<file path="config.mk">
export PLATFORM = sky130hd
export DESIGN_NAME = dbg_access_gate
export DESIGN_NICKNAME = d
export VERILOG_FILES = /design/src/rtl/dag_pkg.sv /design/src/rtl/dag_prot_latch.sv /design/src/rtl/dag_mode_track.sv /design/src/rtl/dag_decide.sv /design/src/rtl/dbg_access_gate.sv
export SDC_FILE = /design/constraint.sdc
export NUM_CORES = 1
export LEC_CHECK = 0
export ABC_AREA = 1
export BUFFER_PORTS_ARGS = -buffer_cell sky130_fd_sc_hd__clkbuf_2
export CORE_AREA = 2 2 39 41
export CTS_CLUSTER_DIAMETER = 100
export DETAILED_ROUTE_END_ITERATION = 8
export DIE_AREA = 0 0 41 43
export MAX_ROUTING_LAYER = met4
export PLACE_DENSITY = 0.54
export RECOVER_POWER = 50
export SKIP_CTS_REPAIR_TIMING = 1
export SLEW_MARGIN = 40
export SYNTH_ARGS = -nofsm -noshare
export SYNTH_HDL_FRONTEND = slang
export SYNTH_HIERARCHICAL = 1
export SYNTH_SLANG_ARGS = --single-unit
</file>
<file path="constraint.sdc">
create_clock -name clk -period 1.35 [get_ports clk]
set_input_delay 0.2025 -clock clk [delete_from_list [all_inputs] [get_ports clk]]
set_output_delay 0.2025 -clock clk [all_outputs]
set_load 0.02 [all_outputs]
</file>
<file path="src/rtl/dag_pkg.sv">
package dag_pkg;

  typedef struct packed {
    logic full;
    logic sonly;
  } dag_prot_t;

  typedef struct packed {
    logic valid;
    logic secure;
    logic write;
    logic rd;
    logic wr;
    logic ex;
  } dag_req_t;

  localparam dag_prot_t DAG_PROT_SAFE = '{full: 1'b1, sonly: 1'b1};

  // Protection level check: full blocks all, secure-only blocks secure accesses
  function automatic logic dag_level_ok(input dag_prot_t p, input logic secure);
    logic ok;
    ok = 1'b1;
    if (p.full) ok = 1'b0;
    else if (p.sonly && secure) ok = 1'b0;
    return ok;
  endfunction

  // Region permission check: execute implies readable, writes need write permission
  function automatic logic dag_region_ok(input logic write, input logic rd,
                                         input logic wr, input logic ex);
    logic ok;
    if (write) ok = wr;
    else       ok = rd | ex;
    return ok;
  endfunction

endpackage

</file>
<file path="src/rtl/dag_prot_latch.sv">
module dag_prot_latch
  import dag_pkg::*;
#(
  parameter dag_prot_t RESET_PROT = DAG_PROT_SAFE
) (
  input  logic      clk,
  input  logic      rst_n,
  input  dag_prot_t prot_in,
  output dag_prot_t prot_q,
  output logic      locked
);

  always_ff @(posedge clk or negedge rst_n) begin
    if (!rst_n) begin
      prot_q <= RESET_PROT;
      locked <= 1'b0;
    end else if (!locked) begin
      prot_q <= prot_in;
      locked <= 1'b1;
    end
  end


  prot_hold_chk: assert property (@(posedge clk) disable iff (!rst_n)
    (locked && $past(locked)) |-> $stable(prot_q));


  locked_sticky_chk: assert property (@(posedge clk) disable iff (!rst_n)
    $past(locked) |-> locked);

endmodule

</file>
<file path="src/rtl/dag_mode_track.sv">
module dag_mode_track (
  input  logic clk,
  input  logic por_n,
  input  logic sys_rst_n,
  input  logic pwrup_req,
  input  logic sys_off,
  input  logic flag_clr,
  output logic dbg_mode,
  output logic wake_pulse,
  output logic wake_flag,
  output logic wake_evt
);

  assign wake_evt = sys_rst_n & pwrup_req & ~dbg_mode & sys_off;

  always_ff @(posedge clk or negedge sys_rst_n) begin
    if (!sys_rst_n) begin
      dbg_mode   <= 1'b0;
      wake_pulse <= 1'b0;
    end else begin
      dbg_mode   <= pwrup_req;
      wake_pulse <= wake_evt;
    end
  end

  always_ff @(posedge clk or negedge por_n) begin
    if (!por_n)         wake_flag <= 1'b0;
    else if (wake_evt)  wake_flag <= 1'b1;
    else if (flag_clr)  wake_flag <= 1'b0;
  end


  mode_rise_chk: assert property (@(posedge clk) disable iff (!sys_rst_n)
    pwrup_req |=> dbg_mode);


  mode_fall_chk: assert property (@(posedge clk) disable iff (!sys_rst_n)
    !pwrup_req |=> !dbg_mode);


  wake_needs_off_chk: assert property (@(posedge clk) disable iff (!sys_rst_n)
    wake_pulse |-> ($past(sys_off) && $rose(dbg_mode)));


  wake_single_chk: assert property (@(posedge clk) disable iff (!sys_rst_n)
    wake_pulse |=> !wake_pulse);


  flag_sticky_chk: assert property (@(posedge clk) disable iff (!por_n)
    $fell(wake_flag) |-> $past(flag_clr));

endmodule

</file>
<file path="src/rtl/dag_decide.sv">
module dag_decide
  import dag_pkg::*;
(
  input  logic      clk,
  input  logic      rst_n,
  input  dag_prot_t prot,
  input  logic      mode,
  input  dag_req_t  req,
  output logic      rsp_valid,
  output logic      rsp_grant,
  output logic      grant_now
);

  logic level_ok;
  logic region_ok;

  assign level_ok  = dag_level_ok(prot, req.secure);
  assign region_ok = dag_region_ok(req.write, req.rd, req.wr, req.ex);
  assign grant_now = req.valid & mode & level_ok & region_ok;

  always_ff @(posedge clk or negedge rst_n) begin
    if (!rst_n) begin
      rsp_valid <= 1'b0;
      rsp_grant <= 1'b0;
    end else begin
      rsp_valid <= req.valid;
      rsp_grant <= grant_now;
    end
  end


  rsp_after_req_chk: assert property (@(posedge clk) disable iff (!rst_n)
    rsp_valid |-> $past(req.valid));


  grant_needs_rsp_chk: assert property (@(posedge clk) disable iff (!rst_n)
    rsp_grant |-> rsp_valid);


  full_denies_chk: assert property (@(posedge clk) disable iff (!rst_n)
    (req.valid && prot.full) |=> !rsp_grant);


  secure_denied_chk: assert property (@(posedge clk) disable iff (!rst_n)
    (req.valid && prot.sonly && req.secure) |=> !rsp_grant);


  write_needs_wr_chk: assert property (@(posedge clk) disable iff (!rst_n)
    (req.valid && req.write && !req.wr) |=> !rsp_grant);


  normal_mode_denies_chk: assert property (@(posedge clk) disable iff (!rst_n)
    (req.valid && !mode) |=> !rsp_grant);

endmodule

</file>
<file path="src/rtl/dbg_access_gate.sv">
module dbg_access_gate
  import dag_pkg::*;
(
  input  logic clk,
  input  logic por_n,
  input  logic rst_n,
  input  logic prot_full_in,
  input  logic prot_secure_in,
  input  logic pwrup_req,
  input  logic sys_off,
  input  logic wake_flag_clr,
  input  logic req_valid,
  input  logic req_secure,
  input  logic req_write,
  input  logic region_rd,
  input  logic region_wr,
  input  logic region_ex,
  output logic rsp_valid,
  output logic rsp_grant,
  output logic dbg_mode,
  output logic wake_pulse,
  output logic wake_flag
);

  logic      sys_rst_n;
  dag_prot_t prot_in;
  dag_prot_t prot_q;
  logic      prot_locked;
  dag_req_t  req;
  logic      grant_now;
  logic      wake_evt;

  assign sys_rst_n = por_n & rst_n;
  assign prot_in   = '{full: prot_full_in, sonly: prot_secure_in};
  assign req       = '{valid: req_valid, secure: req_secure, write: req_write,
                       rd: region_rd, wr: region_wr, ex: region_ex};

  dag_prot_latch u_latch (
    .clk     (clk),
    .rst_n   (sys_rst_n),
    .prot_in (prot_in),
    .prot_q  (prot_q),
    .locked  (prot_locked)
  );

  dag_mode_track u_mode (
    .clk        (clk),
    .por_n      (por_n),
    .sys_rst_n  (sys_rst_n),
    .pwrup_req  (pwrup_req),
    .sys_off    (sys_off),
    .flag_clr   (wake_flag_clr),
    .dbg_mode   (dbg_mode),
    .wake_pulse (wake_pulse),
    .wake_flag  (wake_flag),
    .wake_evt   (wake_evt)
  );

  dag_decide u_decide (
    .clk       (clk),
    .rst_n     (sys_rst_n),
    .prot      (prot_q),
    .mode      (dbg_mode),
    .req       (req),
    .rsp_valid (rsp_valid),
    .rsp_grant (rsp_grant),
    .grant_now (grant_now)
  );


  early_req_denied_chk: assert property (@(posedge clk) disable iff (!sys_rst_n)
    (req_valid && !prot_locked) |=> !rsp_grant);


  wake_sets_flag_chk: assert property (@(posedge clk) disable iff (!sys_rst_n)
    wake_evt |=> (wake_flag && wake_pulse));


  grant_matches_chk: assert property (@(posedge clk) disable iff (!sys_rst_n)
    grant_now |=> rsp_grant);

endmodule

</file>
* Word-level counts from Yosys, hierarchy flattened
Cells that the tools add are included.
Operators by class: mux-type cells 5, bitwise operators 9, reduce and logical (&&, ||, !) cells 2
Operators with widths (count):
- 1-bit bitwise AND | 7
- 1-bit 2-to-1 mux | 5
- 2-bit nonzero test | 1
- 1-bit logical AND | 1
- 1-bit inverter | 1
- 1-bit bitwise OR | 1
Storage, ports and cells: bits in registers 8, bits of input ports 14, output and inout port bits 5, word-level logic and storage cells 24

* Logic depth before layout (Yosys ltp)
depth after elaboration 5, gate-level depth with buffers 6, mapped depth without buffers 6

* Modules after synthesis
Netlist, hierarchy kept.
By module, submodules not included:
- dag_mode_track | instances 1, cells each 12, area each 111.4 µm², sequential area each 75.1 µm²
- dag_prot_latch | instances 1, cells each 11, area each 107.6 µm², sequential area each 77.6 µm²
- dag_decide | instances 1, cells each 11, area each 86.3 µm², sequential area each 50.0 µm²
- dbg_access_gate | instances 1, cells each 2, area each 7.5 µm², sequential area each 0.0 µm²

* Least setup slack after synthesis
OpenSTA, ideal clock, no wires.
path kind register -> register, start reg u_latch/prot_q[0] (netlist name), end reg u_decide.rsp_grant, library setup time 0.117 ns, data arrival time 0.644 ns, required time 1.233 ns, path slack 0.589 ns, stages on the path, launching flop included 4, buffers on the path 0, period minus slack after synthesis 0.761 ns, cells stage by stage dfstp_2 nand2_1 nand4_1 nor2_1
On the way: longest elaborated chain between the ends 5
Ends and longest elaborated chain:
- 1-bit logical AND | line dag_pkg.sv:24 | else if (p.sonly && secure) ok = 1'b0;
- 1-bit 2-to-1 mux | line dag_pkg.sv:24
- 1-bit 2-to-1 mux | line dag_pkg.sv:23 | if (p.full) ok = 1'b0;
- 1-bit bitwise AND (2 in series) | line dag_decide.sv:19 | assign grant_now = req.valid & mode & level_ok & region_ok;
- named net grant_now | line dbg_access_gate.sv:30 | logic grant_now;
- to (signal assigned) | line dag_decide.sv:27 | rsp_grant <= grant_now;
- to (decl) | line dag_decide.sv:10 | output logic rsp_grant,
The timed path passes the listed nets, and every way through them passes these cells. A chain may end at the register's enable or synchronous reset.

* Final worst setup path
start reg u_mode.dbg_mode, end out dbg_mode
RTL lines:
- from (decl) | line dag_mode_track.sv:8 | output logic dbg_mode,
- from (signal assigned) | line dag_mode_track.sv:21 | dbg_mode <= pwrup_req;
- to (decl) | line dbg_access_gate.sv:20 | output logic dbg_mode,
No word-level cell between the ends.

==> run summary <==
status: completed
met2 Usage GRT: 12.5%
CTS root buffer: clkbuf_4
final setup TNS: 0 ns
largest net degree at the start of global routing: 8
drt wl/cell: 7.90 µm
Ys Warns: 6
first-pass GRT wire length: 959 µm
GRT Overall Usage: 9.12%
Netlist cell types: 8
crit path launch: u_mode/dbg_mode
commonest non-fill, non-tap cell in the layout: clkbuf_2
final-report hold violation count: 0
CP cell instances: clkbuf_2
Tcrit/Tclk final: 76.0%
final-stage net count: 76
clock buffer count from CTS: 3
row cnt: 14
PnR worst setup slack: 0.323 ns
CP Data Arrival Time: 0.82 ns
Die ar.: 0.00176 mm²
fin area: 470 µm²
post-synth top area cell: dfrtp_1
Min Clock Period, post-route: 1.03 ns
CTS Buffer Depth: 2
crit-path max cell delay: 0.40 ns
flip-flop and latch count after synthesis: 8
CTS tree: built
latest clock arrival within the worst-skew pair: 0.26 ns
final setup vio count: 0
commonest cells after routing, fill and taps aside: clkbuf_2 (16), nand2_1 (13), inv_1 (8)
vias in the first global route: 251
drt first pass iters: 4
mapped cell area: 313 µm²
area grow syn2layout: 50.4%
met1 Use GR: 8.88%
MaxCap Viol Count: 0
DR vias/cell: 3.53
crit-path leading delay family: flip-flops
DRT Wirelength: 608 µm
worst min path class: primary input to flip-flop
critical path buffer and inverter count: 1
# diodes: 0
Worst VDD drop: 0.431 mV
antenna violations before repair: 0
hold path start: pwrup_req
number of H-tree levels: 1
core area: 0.00138 mm²
CP Launch Type: flip-flop
via count: 272
Starting DRT DRC Count: 6
slowest CP cell: dfrtp_1
Final ANT Viol Nets: 0
Die Y: 43 µm
Yosys top cell area share: 48.0%
worst r2r src: u_latch/prot_q[0]
Die X: 41 µm
RSZ-0062 raised after global routing: no
syn_area_per_cell: 8.69 µm²
post-synthesis sequential area ratio: 64.8%
post-route DRC violation count: 0
grt peak-use layer: met2
CP Capture Type: output pin
pwr/cell area: 1110 mW/mm²
HPWL Detailed: 481 µm
number of I/O pins: 19
RePlAce Congestion: 0.708
met3 usage: 9.42%
Syn Inst Count: 36
leakage dissipation: 0.294 nW
initial core utilization: 22.6%
Worst Clk Skew: 0.00715 ns
FMAX: 974 MHz
Pins Over Slew Limit: 0
CP max FO: 3
synth top area cells: dfrtp_1 (48%), dfstp_2 (17%), nand2_1 (16%), inv_1 (9.6%), nor2_1 (4.8%)
pre-CTS WS: 0.561 ns
CP required: 1.15 ns
Fillers: 159
Syn Nets: 50
Clock Pin Slew Worst Setup and Hold Paths: 0.06 ns
share of layout cells above drive strength 1: 34.4%
dpl cell area: 430 µm²
Setup CP Type: flip-flop to output pin
clock sink count: 8
port bufs: 18
Overflow after GRT: 0
[logic make-up (layout without fill, tap and decap cells)]
logic type             count (synthesis)  in the layout  share of synthesized area, %
DFF                                    8              8                          64.8
other                                  1              1                          1.20
and+or+nand+nor                       19             19                          24.4
buffers and inverters                  8             33                          9.60
[layout make-up]
| class | count | area, µm² | area share [%] |
|---|---|---|---|
| clock buffer | 4 | 26.3 | 5.59 |
| sequential | 8 | 203 | 43.1 |
| inverter | 8 | 30.0 | 6.38 |
| tap | 16 | 20.0 | 4.26 |
| timing repair buffer | 21 | 111 | 23.7 |
| multi-input combinational | 20 | 80.1 | 17.0 |
[metrics by stage]
| step | utilization (%) | hold WS (ns) | std cells | power (mW) |
|---|---|---|---|---|
| 2_1_floorplan | - | -0.0931 | 36 | 0.294 |
| 3_3_place_gp | 31.1 | -0.0152 | 71 | 0.325 |
| 3_5_place_dp | 31.1 | -0.0143 | 71 | 0.327 |
| 4_1_cts | 33.0 | -0.292 | 75 | 0.536 |
| 5_1_grt | 34.0 | 0.0454 | 77 | 0.565 |
| 6_report | 34.0 | 0.0593 | 77 | 0.524 |
[synthesized netlist by cell type (all sizes together)]
cell and n:
nand2 13, inv 8, dfrtp 6, nor2 5
dfstp 2, conb 1, nand4 1
[worst paths after layout]
kind / end / slack [ns] / cells past startpoint
hold reg to reg: u_latch/prot_q[1] / 0.47 / 2
setup reg to reg: u_decide/rsp_grant / 0.57 / 3
setup / recovery: dbg_mode / 0.32 / 1
min in group asynchronous: u_mode/wake_flag / 0.25 / 2
max in group asynchronous: u_latch/prot_q[1] / 0.43 / 5
hold / removal: u_mode/dbg_mode / 0.06 / 1
[report_power, final]
| part | total (mW) | internal (mW) | switching (mW) |
|---|---|---|---|
| Clock | 0.201 | 0.113 | 0.0879 |
| Sequential | 0.262 | 0.256 | 0.00658 |
| Combinational | 0.0606 | 0.0290 | 0.0315 |
| Total | 0.524 | 0.398 | 0.126 |
[metal layers]
layer,part of all wire [%],routed length (µm)
met1,39,236
met2,50,307
met3,11,65
met4,0,0
met5,0,0
[sequential cells by signal, summed over array words and instances, names as in the netlist]
name,cells
u_mode/wake_flag,1
u_latch/prot_q,2
u_decide/rsp_grant,1
u_mode/dbg_mode,1
u_decide/rsp_valid,1
u_latch/locked,1
u_mode/wake_pulse,1
Note: power is estimated with default switching activity, not from simulation.
